==> config.mk <==
export PLATFORM = sky130hd
export DESIGN_NAME = mbx_dualport_mailbox
export DESIGN_NICKNAME = d
export VERILOG_FILES = /design/src/rtl/mbx_pkg.sv /design/src/rtl/mbx_arbiter.sv /design/src/rtl/mbx_store.sv /design/src/rtl/mbx_rdport.sv /design/src/rtl/mbx_dualport_mailbox.sv
export SDC_FILE = /design/constraint.sdc
export NUM_CORES = 1
export LEC_CHECK = 0
export BUFFER_PORTS_ARGS = -buffer_cell sky130_fd_sc_hd__buf_2
export CORE_ASPECT_RATIO = 2
export CORE_MARGIN = 4
export CORE_UTILIZATION = 40
export DETAILED_ROUTE_END_ITERATION = 7
export GPL_ROUTABILITY_DRIVEN = 0
export SLEW_MARGIN = 25
export SYNTH_ARGS = -nofsm -noshare
export SYNTH_HDL_FRONTEND = slang
export SYNTH_SLANG_ARGS = --single-unit
export TNS_END_PERCENT = 20
==> constraint.sdc <==
create_clock -name clk -period 3.65 [get_ports clk]
set_clock_uncertainty 0.1 [all_clocks]
set_input_delay 0.9125 -clock clk [delete_from_list [all_inputs] [get_ports clk]]
set_output_delay 0.9125 -clock clk [all_outputs]
set_load 0.1 [all_outputs]
==> src/rtl/mbx_pkg.sv <==
package mbx_pkg;

  typedef enum logic [1:0] {
    OWN_NONE = 2'd0,
    OWN_HOST = 2'd1,
    OWN_SLV  = 2'd2
  } owner_e;

  // A side sees the peer's index-0 copy only while the peer owns the mailbox.
  function automatic logic show_peer(input owner_e own, input logic is_host);
    return is_host ? (own == OWN_SLV) : (own == OWN_HOST);
  endfunction

  // Whether an index-0 write from a side is accepted this cycle.
  // Free mailbox: host always accepted, slave only if host is not racing.
  function automatic logic r0_accept(input owner_e own, input logic is_host,
                                     input logic peer_r0_wr);
    if (own == OWN_NONE) return is_host ? 1'b1 : !peer_r0_wr;
    return is_host ? (own == OWN_HOST) : (own == OWN_SLV);
  endfunction

endpackage

==> src/rtl/mbx_arbiter.sv <==
module mbx_arbiter
  import mbx_pkg::*;
(
  input  logic   clk,
  input  logic   rst_n,
  input  logic   h_r0_wr,
  input  logic   s_r0_wr,
  input  logic   h_rel,
  input  logic   s_rel,
  output owner_e owner_q,
  output logic   h_acc,
  output logic   s_acc,
  output logic   h_wv_q,
  output logic   s_wv_q
);

  logic   h_grant, s_grant, rel_evt;
  owner_e owner_d;

  assign h_acc   = h_r0_wr && r0_accept(owner_q, 1'b1, s_r0_wr);
  assign s_acc   = s_r0_wr && r0_accept(owner_q, 1'b0, h_r0_wr);
  assign h_grant = (owner_q == OWN_NONE) && h_acc;
  assign s_grant = (owner_q == OWN_NONE) && s_acc;
  assign rel_evt = ((owner_q == OWN_HOST) && h_rel) ||
                   ((owner_q == OWN_SLV)  && s_rel);

  always_comb begin
    owner_d = owner_q;
    if (rel_evt)      owner_d = OWN_NONE;
    else if (h_grant) owner_d = OWN_HOST;
    else if (s_grant) owner_d = OWN_SLV;
  end

  always_ff @(posedge clk) begin
    if (!rst_n) begin
      owner_q <= OWN_NONE;
      h_wv_q  <= 1'b0;
      s_wv_q  <= 1'b0;
    end else begin
      owner_q <= owner_d;
      if (s_grant)    h_wv_q <= 1'b0;
      else if (h_acc) h_wv_q <= 1'b1;
      if (h_grant)    s_wv_q <= 1'b0;
      else if (s_acc) s_wv_q <= 1'b1;
    end
  end

  assert_tie_host_R3: assert property (@(posedge clk) disable iff (!rst_n)
    (owner_q == OWN_NONE && h_r0_wr && s_r0_wr) |=> (owner_q == OWN_HOST));

  assert_slave_claim_R2: assert property (@(posedge clk) disable iff (!rst_n)
    (owner_q == OWN_NONE && s_r0_wr && !h_r0_wr) |=> (owner_q == OWN_SLV));

  assert_flags_exclusive_R8: assert property (@(posedge clk) disable iff (!rst_n)
    !(h_wv_q && s_wv_q));

  assert_hold_rights_R9: assert property (@(posedge clk) disable iff (!rst_n)
    (owner_q == OWN_HOST && !h_rel) |=> (owner_q == OWN_HOST));

  assert_release_R9: assert property (@(posedge clk) disable iff (!rst_n)
    (owner_q == OWN_SLV && s_rel) |=> (owner_q == OWN_NONE));

endmodule

==> src/rtl/mbx_store.sv <==
module mbx_store
  import mbx_pkg::*;
#(
  parameter int DW   = 8,
  parameter int NREG = 16,
  localparam int AW  = $clog2(NREG)
) (
  input  logic                     clk,
  input  logic                     rst_n,
  input  owner_e                   owner,
  input  logic                     h_acc,
  input  logic                     s_acc,
  input  logic                     h_we,
  input  logic [AW-1:0]            h_addr,
  input  logic [DW-1:0]            h_wdata,
  input  logic                     s_we,
  input  logic [AW-1:0]            s_addr,
  input  logic [DW-1:0]            s_wdata,
  output logic [DW-1:0]            r0_host_q,
  output logic [DW-1:0]            r0_slv_q,
  output logic [NREG-1:1][DW-1:0]  regs_q
);

  logic h_bank_wr, s_bank_wr;

  assign h_bank_wr = (owner == OWN_HOST) && h_we && (h_addr != '0);
  assign s_bank_wr = (owner == OWN_SLV)  && s_we && (s_addr != '0);

  always_ff @(posedge clk) begin
    if (!rst_n) begin
      r0_host_q <= '0;
      r0_slv_q  <= '0;
    end else begin
      if (h_acc) r0_host_q <= h_wdata;
      if (s_acc) r0_slv_q  <= s_wdata;
    end
  end

  for (genvar k = 1; k < NREG; k++) begin : g_reg
    always_ff @(posedge clk) begin
      if (!rst_n)                                regs_q[k] <= '0;
      else if (h_bank_wr && h_addr == AW'(k))    regs_q[k] <= h_wdata;
      else if (s_bank_wr && s_addr == AW'(k))    regs_q[k] <= s_wdata;
    end
  end

  assert_slave_r0_ignored_R5: assert property (@(posedge clk) disable iff (!rst_n)
    (owner == OWN_HOST) |=> $stable(r0_slv_q));

  assert_host_r0_ignored_R7: assert property (@(posedge clk) disable iff (!rst_n)
    (owner == OWN_SLV) |=> $stable(r0_host_q));

  assert_free_bank_frozen_R10: assert property (@(posedge clk) disable iff (!rst_n)
    (owner == OWN_NONE) |=> $stable(regs_q));

endmodule

==> src/rtl/mbx_rdport.sv <==
module mbx_rdport
  import mbx_pkg::*;
#(
  parameter int DW      = 8,
  parameter int NREG    = 16,
  parameter bit IS_HOST = 1'b1,
  localparam int AW     = $clog2(NREG)
) (
  input  owner_e                   owner,
  input  logic [AW-1:0]            addr,
  input  logic [DW-1:0]            r0_mine,
  input  logic [DW-1:0]            r0_peer,
  input  logic [NREG-1:1][DW-1:0]  regs,
  output logic [DW-1:0]            rdata
);

  always_comb begin
    rdata = show_peer(owner, IS_HOST) ? r0_peer : r0_mine;
    for (int k = 1; k < NREG; k++) begin
      if (addr == AW'(k)) rdata = regs[k];
    end
  end

endmodule

==> src/rtl/mbx_dualport_mailbox.sv <==
module mbx_dualport_mailbox
  import mbx_pkg::*;
#(
  parameter int DW   = 8,
  parameter int NREG = 16,
  localparam int AW  = $clog2(NREG)
) (
  input  logic          clk,
  input  logic          rst_n,
  input  logic          host_we,
  input  logic [AW-1:0] host_addr,
  input  logic [DW-1:0] host_wdata,
  input  logic          host_rel,
  output logic [DW-1:0] host_rdata,
  output logic          host_wvalid,
  output logic          host_owns,
  input  logic          slv_we,
  input  logic [AW-1:0] slv_addr,
  input  logic [DW-1:0] slv_wdata,
  input  logic          slv_rel,
  output logic [DW-1:0] slv_rdata,
  output logic          slv_wvalid,
  output logic          slv_owns
);

  // Named internal events for the assertions.
  logic                    h_r0_wr, s_r0_wr, h_acc, s_acc;
  owner_e                  owner;
  logic [DW-1:0]           r0_host, r0_slv;
  logic [NREG-1:1][DW-1:0] regs;

  assign h_r0_wr = host_we && (host_addr == '0);
  assign s_r0_wr = slv_we  && (slv_addr  == '0);

  mbx_arbiter u_arb (
    .clk, .rst_n,
    .h_r0_wr, .s_r0_wr,
    .h_rel(host_rel), .s_rel(slv_rel),
    .owner_q(owner), .h_acc, .s_acc,
    .h_wv_q(host_wvalid), .s_wv_q(slv_wvalid)
  );

  mbx_store #(.DW(DW), .NREG(NREG)) u_store (
    .clk, .rst_n, .owner, .h_acc, .s_acc,
    .h_we(host_we), .h_addr(host_addr), .h_wdata(host_wdata),
    .s_we(slv_we),  .s_addr(slv_addr),  .s_wdata(slv_wdata),
    .r0_host_q(r0_host), .r0_slv_q(r0_slv), .regs_q(regs)
  );

  mbx_rdport #(.DW(DW), .NREG(NREG), .IS_HOST(1'b1)) u_rd_host (
    .owner, .addr(host_addr), .r0_mine(r0_host), .r0_peer(r0_slv),
    .regs, .rdata(host_rdata)
  );

  mbx_rdport #(.DW(DW), .NREG(NREG), .IS_HOST(1'b0)) u_rd_slv (
    .owner, .addr(slv_addr), .r0_mine(r0_slv), .r0_peer(r0_host),
    .regs, .rdata(slv_rdata)
  );

  assign host_owns = (owner == OWN_HOST);
  assign slv_owns  = (owner == OWN_SLV);

  assert_view_host_copy_R4: assert property (@(posedge clk) disable iff (!rst_n)
    (host_owns && slv_addr == '0) |-> (slv_rdata == host_rdata || host_addr != '0));

  assert_view_slave_copy_R6: assert property (@(posedge clk) disable iff (!rst_n)
    (slv_owns && host_addr == '0 && slv_addr == '0) |-> (host_rdata == slv_rdata));

  assert_reset_clear_R1: assert property (@(posedge clk)
    !rst_n |=> (!host_owns && !slv_owns && !host_wvalid && !slv_wvalid));

endmodule

# After elaboration in Yosys (flattened, before gate mapping)
# Cells that the tools add are included.
# W data, S select, Z words.
# totals
ff_bits	140
input_bits	30
# classes
n_eq_ne	32
muxes	69
n_bitwise	1
reduce_logical	69
# op_table
op	n
$mux W8	62
$eq A4 B4 Y1 const B	16
$logic_and A1 B1 Y1	42
$eq A4 B3 Y1 const B	8
$reduce_bool A2 Y1	16
$eq A4 B2 Y1 const B	4
$eq A4 B1 Y1 const B	2
$logic_not A4 Y1	2
$reduce_bool A4 Y1	2
$mux W1	7
$reduce_or A2 Y1	3
$reduce_or A3 Y1	1
$eq A2 B1 Y1 const B	1
$eq A2 B2 Y1 const B	1
$logic_not A2 Y1	1
$logic_not A1 Y1	1
$logic_or A1 B1 Y1	1
$not A1 Y1	1

# Depth between registers and ports, before layout
# Gate-level depths: netlist (run 1).
# depth
word_depth	17
mapped_depth	9

# Hierarchy
# From an unflattened synthesis (run 1), not the netlist that was laid out.
# unflattened
cells_unflattened	1199
area_unflattened_um2	10024.6
# by_module_without_submodules
module	instances	cells_per_inst	area_per_inst_um2	seq_area_each_um2
mbx_store	1	629	6088.3	2722.6
mbx_rdport	2	273	1856.8	0.0
mbx_arbiter	1	18	185.2	80.1
mbx_dualport_mailbox	1	6	37.5	0.0

# Worst setup path after synthesis (run 1)
# No wires, ideal clock.
# synth_path
path_kind	input to output
from	input port host_addr[0]
to	output port host_rdata[5]
arrival_time_ns	4.950
t_required_ns	2.638
setup_slack_ns	-2.312
path_stages	7
path_buffers	3
cell_sequence	buf_2 -> buf_2 -> buf_2 -> nand2_1 -> nor3b_1 -> nor4_1 -> o41ai_1
# synth_via
elab_chain_cells	16
# synth_lines
item	line_no	rtl
start, declared	mbx_dualport_mailbox.sv:11	input logic [AW-1:0] host_addr,
$eq A4 B1 Y1	mbx_rdport.sv:20	if (addr == AW'(k)) rdata = regs[k];
$mux W8 (14 in a row)	mbx_rdport.sv:20	
$mux W8 (*)	mbx_rdport.sv:20	
end, declared	mbx_dualport_mailbox.sv:14	output logic [DW-1:0] host_rdata,
# Every way passes the cells marked *; elsewhere a longest branch is shown, timed or not.

# Final worst setup path (run 1)
# layout_path
from	input port host_addr[3]
to	output port host_rdata[5]
# The elaborated chain is that of the path after synthesis.

==> results.md, run 1 <==
- Status: finished, violations left
- Failing checks: negative setup slack
- Total power: 4.27 mW
- First-pass GRT wire length: 69,500 um
- Asr flop ratio synth: 0
- DRT iter0 DRCs: 1,219
- Tightest Pin Transition: 0.856 ns
- CTS root buffer: clkbuf_16
- Mapped Cells: 1,226
- Syn_area_per_cell: 7.86 um^2
- Vias/cell: 6.76
- Synth Register Bits: 140
- Sink Count: 140
- PnR worst setup slack: -0.0354 ns
- R2R setup slack: 1.22 ns
- Antenna violations before repair: 3
- Port Buffers: 49
- Core Util, Final: 0.510
- Most used DFF post-synth: dfxtp_1
- Max-slew headroom: 0.428
- Fin. Hold Viols: 0
- Register area share after synthesis: 0.291
- Mapped cell area: 9630 um^2
- Dpl ws: -0.195 ns
- CP startpoint kind: input pin
- Most frequent cell after synthesis: nor2_1
- Vias in the first global route: 10,900
- Crit path time final: 3.69 ns
- WHS: 0.371 ns
- Area of the core: 23,800 um^2
- Peak supply drop: 300 uV
- Syn nets: 1,256
- Maximum buffer depth of the clock tree: 2
- Hold Buf Count CTS: 0
- Via count: 11,000
- Total CTS buffers: 17
- Leakage Power: 4.39 nW
- Post-DRT Antenna Nets: 0
- Library cells used by synthesis: 72
- Avg WL per Cell: 29.1 um
- Worst R2R Path Depth: 7
- RSZ-0062 raised after global routing: yes
- HP Class: flip-flop to flip-flop
- Drt drc: 0
- Tot GR Track Use: 0.350
- Commonest cells in the netlist: nor2_1 (152), dfxtp_1 (140), nand2_1 (117)
- I/O Pins: 50
- Multi-input gate area: 6490 um^2
- Layout cells sized above 1: 0.259
- # fillers: 2,257
- Crit path max fanout: 10
- Maximum number of pins on one net before global-route repair: 63
- Routed WL: 47,100 um
- Die Y: 227 um
- Hold Startpoint: u_store.regs_q[91]
- Fmax: 0.271 GHz
- Initial DRT Pass Iterations: 8
- Clk_lat worst skew: 0.45 ns
- Final worst-path cycle share: 1.01
- Die area: 26,800 um^2
- Layout area overhead: 26.1%
- Top cells by area, synth: dfxtp_1 (29%), mux2i_1 (8.7%), nor2_1 (5.9%)
- Final Max Slew Viols: 0
- R2R Path End: u_store.regs_q[22]
- Post-synth EDFFs: 0
- Top cell type's share of synthesized area: 0.291
- Htree depth: 4
- PD cells: 351 nW/um^2
- HPWL Detailed: 33,700 um
- Die X: 118 um
- Worst hold endpoint: u_store.regs_q[91]
- Area leader, netlist: dfxtp_1
- Min-Delay Path Depth: 2
- Endpoint class of the critical path: output pin
- CTS tree: done
- Final setup viols: 5
- Grt total ovfl: 0
- Register Area: 2800 um^2
- Critical path arrival: 2.67 ns
- Initial Utilization: 0.404
- YS warnings: 0
- Worst Setup Path Type: input pin to output pin
- Worst r2r src: u_arb.owner_q[1]
- # rows: 80
- Maxcap violations: 0
- Setup TNS: -0.0812 ns
- Clock Pin Slew Worst Setup and Hold Paths: 0.06 ns
- Critical Path RT: 2.64 ns
- Nets@finish: 1,348
==> sequential cells by signal, indices dropped and copies added, names as in the netlist <==
signal / count
u_store.regs_q: 120
u_store.r0_host_q: 8
u_store.r0_slv_q: 8
u_arb.owner_q: 2
u_arb.h_wv_q: 1
u_arb.s_wv_q: 1
==> cell type report <==
class | count | area share
multi-input combinational | 950 | 0.534
sequential | 140 | 0.231
timing repair buffer | 191 | 0.148
clock buffer | 17 | 0.0350
tap | 287 | 0.0296
clock inverter | 15 | 0.0163
inverter | 17 | 0.00577
timing repair inverter | 1 | 0.000412
antenna | 2 | 0.000412
==> per-layer routing <==
layer / global-route usage / wire, um / share of wire / vias to the layer above
met2: 0.602 / 22600 / 0.48 / 754
met4: 0.328 / 5720 / 0.12 / 0
met5: 0 / 0 / 0 / -
met1: 0.360 / 15400 / 0.33 / 5109
li1: - / - / - / 4749
met3: 0.0614 / 3450 / 0.073 / 342
==> power breakdown <==
group	internal (mW)	switching, mW
combinational	0.295	0.544
sequential	1.53	0.00656
clock	1.10	0.790
total	2.93	1.34
==> what timing repair did <==
action	CTS	global route
cloned	2	1
pin swaps	11	17
setup endpoints to repair	6	14
gates resized for setup	20	47
buffers inserted	7	2
==> cell usage in the layout, fill, tap and decap left out, drive strengths merged, types with 18 or more instances in the layout <==
| cell | instances |
|---|---|
| buf | 190 |
| nor2 | 155 |
| dfxtp | 140 |
| nand2 | 119 |
| a21oi | 84 |
| mux2i | 84 |
| nor3 | 55 |
| o21ai | 51 |
| a211oi | 48 |
| a22oi | 42 |
| o22ai | 38 |
| mux2 | 25 |
| nand3 | 24 |
| inv | 24 |
| nor2b | 23 |
| nand2b | 22 |
| a311oi | 18 |
==> worst max path at each step <==
stage	start	endpoint	slack [ns]	depth (start not counted)
3_5_place_dp	slv_addr[1]	slv_rdata[3]	-0.19	8
2_1_floorplan	host_addr[0]	host_rdata[7]	-0.37	6
5_1_grt	host_addr[3]	host_rdata[5]	-0.09	8
6_report	host_addr[3]	host_rdata[5]	-0.04	8
3_3_place_gp	slv_addr[1]	slv_rdata[3]	-0.16	8
4_1_cts	slv_addr[1]	slv_rdata[7]	-0.04	10
==> cells by family after synthesis <==
group | Yosys count | share of synthesized area
simple gates | 444 | 0.227
compound gates | 385 | 0.273
flops | 140 | 0.291
buf+inv | 136 | 0.0646
mux | 121 | 0.145
==> worst max-delay path, cell delays in order <==
cell	delay [ns]
buf_2	0.16
buf_4	0.19
nor2_1	0.13
nand2_1	0.18
nor3b_1	0.23
nor4_1	0.11
o41ai_4	0.51
buf_12	0.23
==> through the flow <==
stage          instances  area [um^2]
4_1_cts             1615        11900
2_1_floorplan       1226         9750
5_1_grt             1620        12200
3_5_place_dp        1575        11100
6_report            1620        12200
3_3_place_gp        1575        11100
No activity file was read; power rests on OpenSTA's default activity.
==> run 2, diff against run 1 <==
==> constraint.sdc (replaced) <==
create_clock -name clk -period 3.65 [get_ports clk]
set_clock_uncertainty 0.1 [all_clocks]
set_input_delay 0.73 -clock clk [delete_from_list [all_inputs] [get_ports clk]]
set_output_delay 0.73 -clock clk [all_outputs]
set_load 0.1 [all_outputs]
==> results.md, run 2 (same netlist as run 1, synthesis figures left out) <==
- Worst R2R Path Depth: 6
- Via count: 10,700
- Avg WL per Cell: 30.2 um
- Register Area: 2800 um^2
- Final Max Slew Viols: 0
- Peak supply drop: 299 uV
- Post-DRT Antenna Nets: 0
- CP startpoint kind: input pin
- Vias/cell: 6.89
- Family with the most delay on the worst path: multiplexers
- CP max stage delay: 0.53 ns
- CTS tree: done
- Register with the most flip-flops: u_store.regs_q
- I/O Pins: 50
- Setup repair bufs after CTS: 0
- Critical Path RT: 2.82 ns
- Commonest non-fill, non-tap cells in the layout: nor2_1 (151), dfxtp_1 (139), nand2_1 (117), a21oi_1 (84), mux2i_1 (84)
- Die Y: 227 um
- HPWL Detailed: 33,900 um
- HP Class: flip-flop to flip-flop
- Crit-path slowest cell: mux2i_1
- Die X: 118 um
- CP dominant cell by count: buf_12
- Fin. Hold Viols: 0
- Final setup viols: 0
- Nets@finish: 1,290
- Sink Count: 140
- Grt total ovfl: 0
- DRT iter0 DRCs: 1,336
- Endpoint class of the critical path: output pin
- Crit path max fanout: 16
- Htree depth: 4
- Setup TNS: 0 ns
- # rows: 80
- Hold Buf Count CTS: 0
- Final worst-path cycle share: 0.974
- Multi-input gate area: 6260 um^2
- Leading cell type in the layout, fill and taps excluded: nor2_1
- Status: finished clean
- PnR worst setup slack: 0.0941 ns
- Maxcap violations: 0
- Maximum buffer depth of the clock tree: 2
- CP Buf/Inv Count: 3
- Die area: 26,800 um^2
- Crit path time final: 3.56 ns
- Layout cells sized above 1: 0.192
- R2R setup slack: 1.01 ns
- Number of cells on the critical path: 6
- PD cells: 363 nW/um^2
- Maximum number of pins on one net before global-route repair: 71
- Max-slew headroom: 0.379
- Antenna violations before repair: 1
- Tightest Pin Transition: 0.929 ns
- First-pass GRT wire length: 68,800 um
- Fmax: 0.281 GHz
- Port Buffers: 49
- Leakage Power: 4.00 nW
- Largest regs: u_store.regs_q (120), u_store.r0_host_q (8), u_store.r0_slv_q (8)
- Area of the core: 23,800 um^2
- Tot GR Track Use: 0.348
- Clk_lat worst skew: 0.44 ns
- Vias in the first global route: 10,400
- CTS root buffer: clkbuf_16
- RSZ-0062 raised after global routing: no
- Total CTS buffers: 17
- Drt drc: 0
- Initial DRT Pass Iterations: 8
- Worst Setup Path Type: input pin to output pin
- Min-Delay Path Depth: 2
- Dpl ws: 0.123 ns
- Layout area overhead: 17.6%
- # fillers: 2,366
- Clock Pin Slew Worst Setup and Hold Paths: 0.06 ns
- Routed WL: 47,200 um
- Max reg flops: 120
- Critical path arrival: 2.73 ns
- Initial Utilization: 0.404
- Worst path cell trace: buf_2 -> buf_12 -> mux4_2 -> mux2i_1 -> a2bb2oi_1 -> buf_12
run 2: cell types whose count changed in the layout (fill, tap and decap cells not counted), sizes merged:
cell and change:
clkbuf +3, inv -8, bufbuf -1, diode -1, clkinv +3, buf -56
clkinvlp -1
run 2: worst paths after layout:
check / endpoint / start
max: host_rdata[1] / host_addr[0]
min: u_arb.h_wv_q / u_arb.h_wv_q
max reg2reg: u_store.regs_q[33] / u_arb.owner_q[1]
min reg2reg: u_arb.h_wv_q / u_arb.h_wv_q
run 2: layout make-up:
cell class              count  share of cell area
well taps                 287              0.0317
flip-flops and latches    140               0.248
clock buffers              20              0.0394
inverters                  17             0.00586
clock inverters            10              0.0127
repair buffers            134               0.109
multi-input cells         950               0.553
diodes                      1            0.000221
run 2: timing repair:
item | CTS | global route
endpoints found under the setup margin | 1 | 6
gates resized for setup | 1 | 4
pin swaps | 0 | 0
run 2: routing by layer:
metal / part of all wire / global-route usage
met1: 0.33 / 0.352
met2: 0.48 / 0.598
met4: 0.11 / 0.321
met5: 0 / 0
met3: 0.084 / 0.0746
run 2: stage by stage:
step,area (um^2),hold slack (ns),instances,power (mW),util
floorplan,9680,0.339,1226,2.01,-
global placement,10700,0.356,1528,2.31,0.450
detailed placement,10700,0.362,1528,2.31,0.450
CTS,11300,0.371,1558,4.09,0.475
global route,11300,0.380,1559,4.20,0.475
finish,11300,0.366,1559,4.11,0.475
run 2: report_power, final:
| group | leakage, nW | total, mW | switching, mW | internal [mW] |
|---|---|---|---|---|
| combinational | 2.59 | 0.761 | 0.518 | 0.243 |
| clock | 0.278 | 1.81 | 0.724 | 1.08 |
| sequential | 1.13 | 1.54 | 0.00779 | 1.53 |
run 2: worst reg2reg max path, stage by stage (launching register included):
cell,delay [ns]
dfxtp_1,0.35
buf_4,0.19
nand3b_1,0.45
nor2_1,0.43
nand2_1,0.61
nor2_1,0.28
a211oi_1,0.07
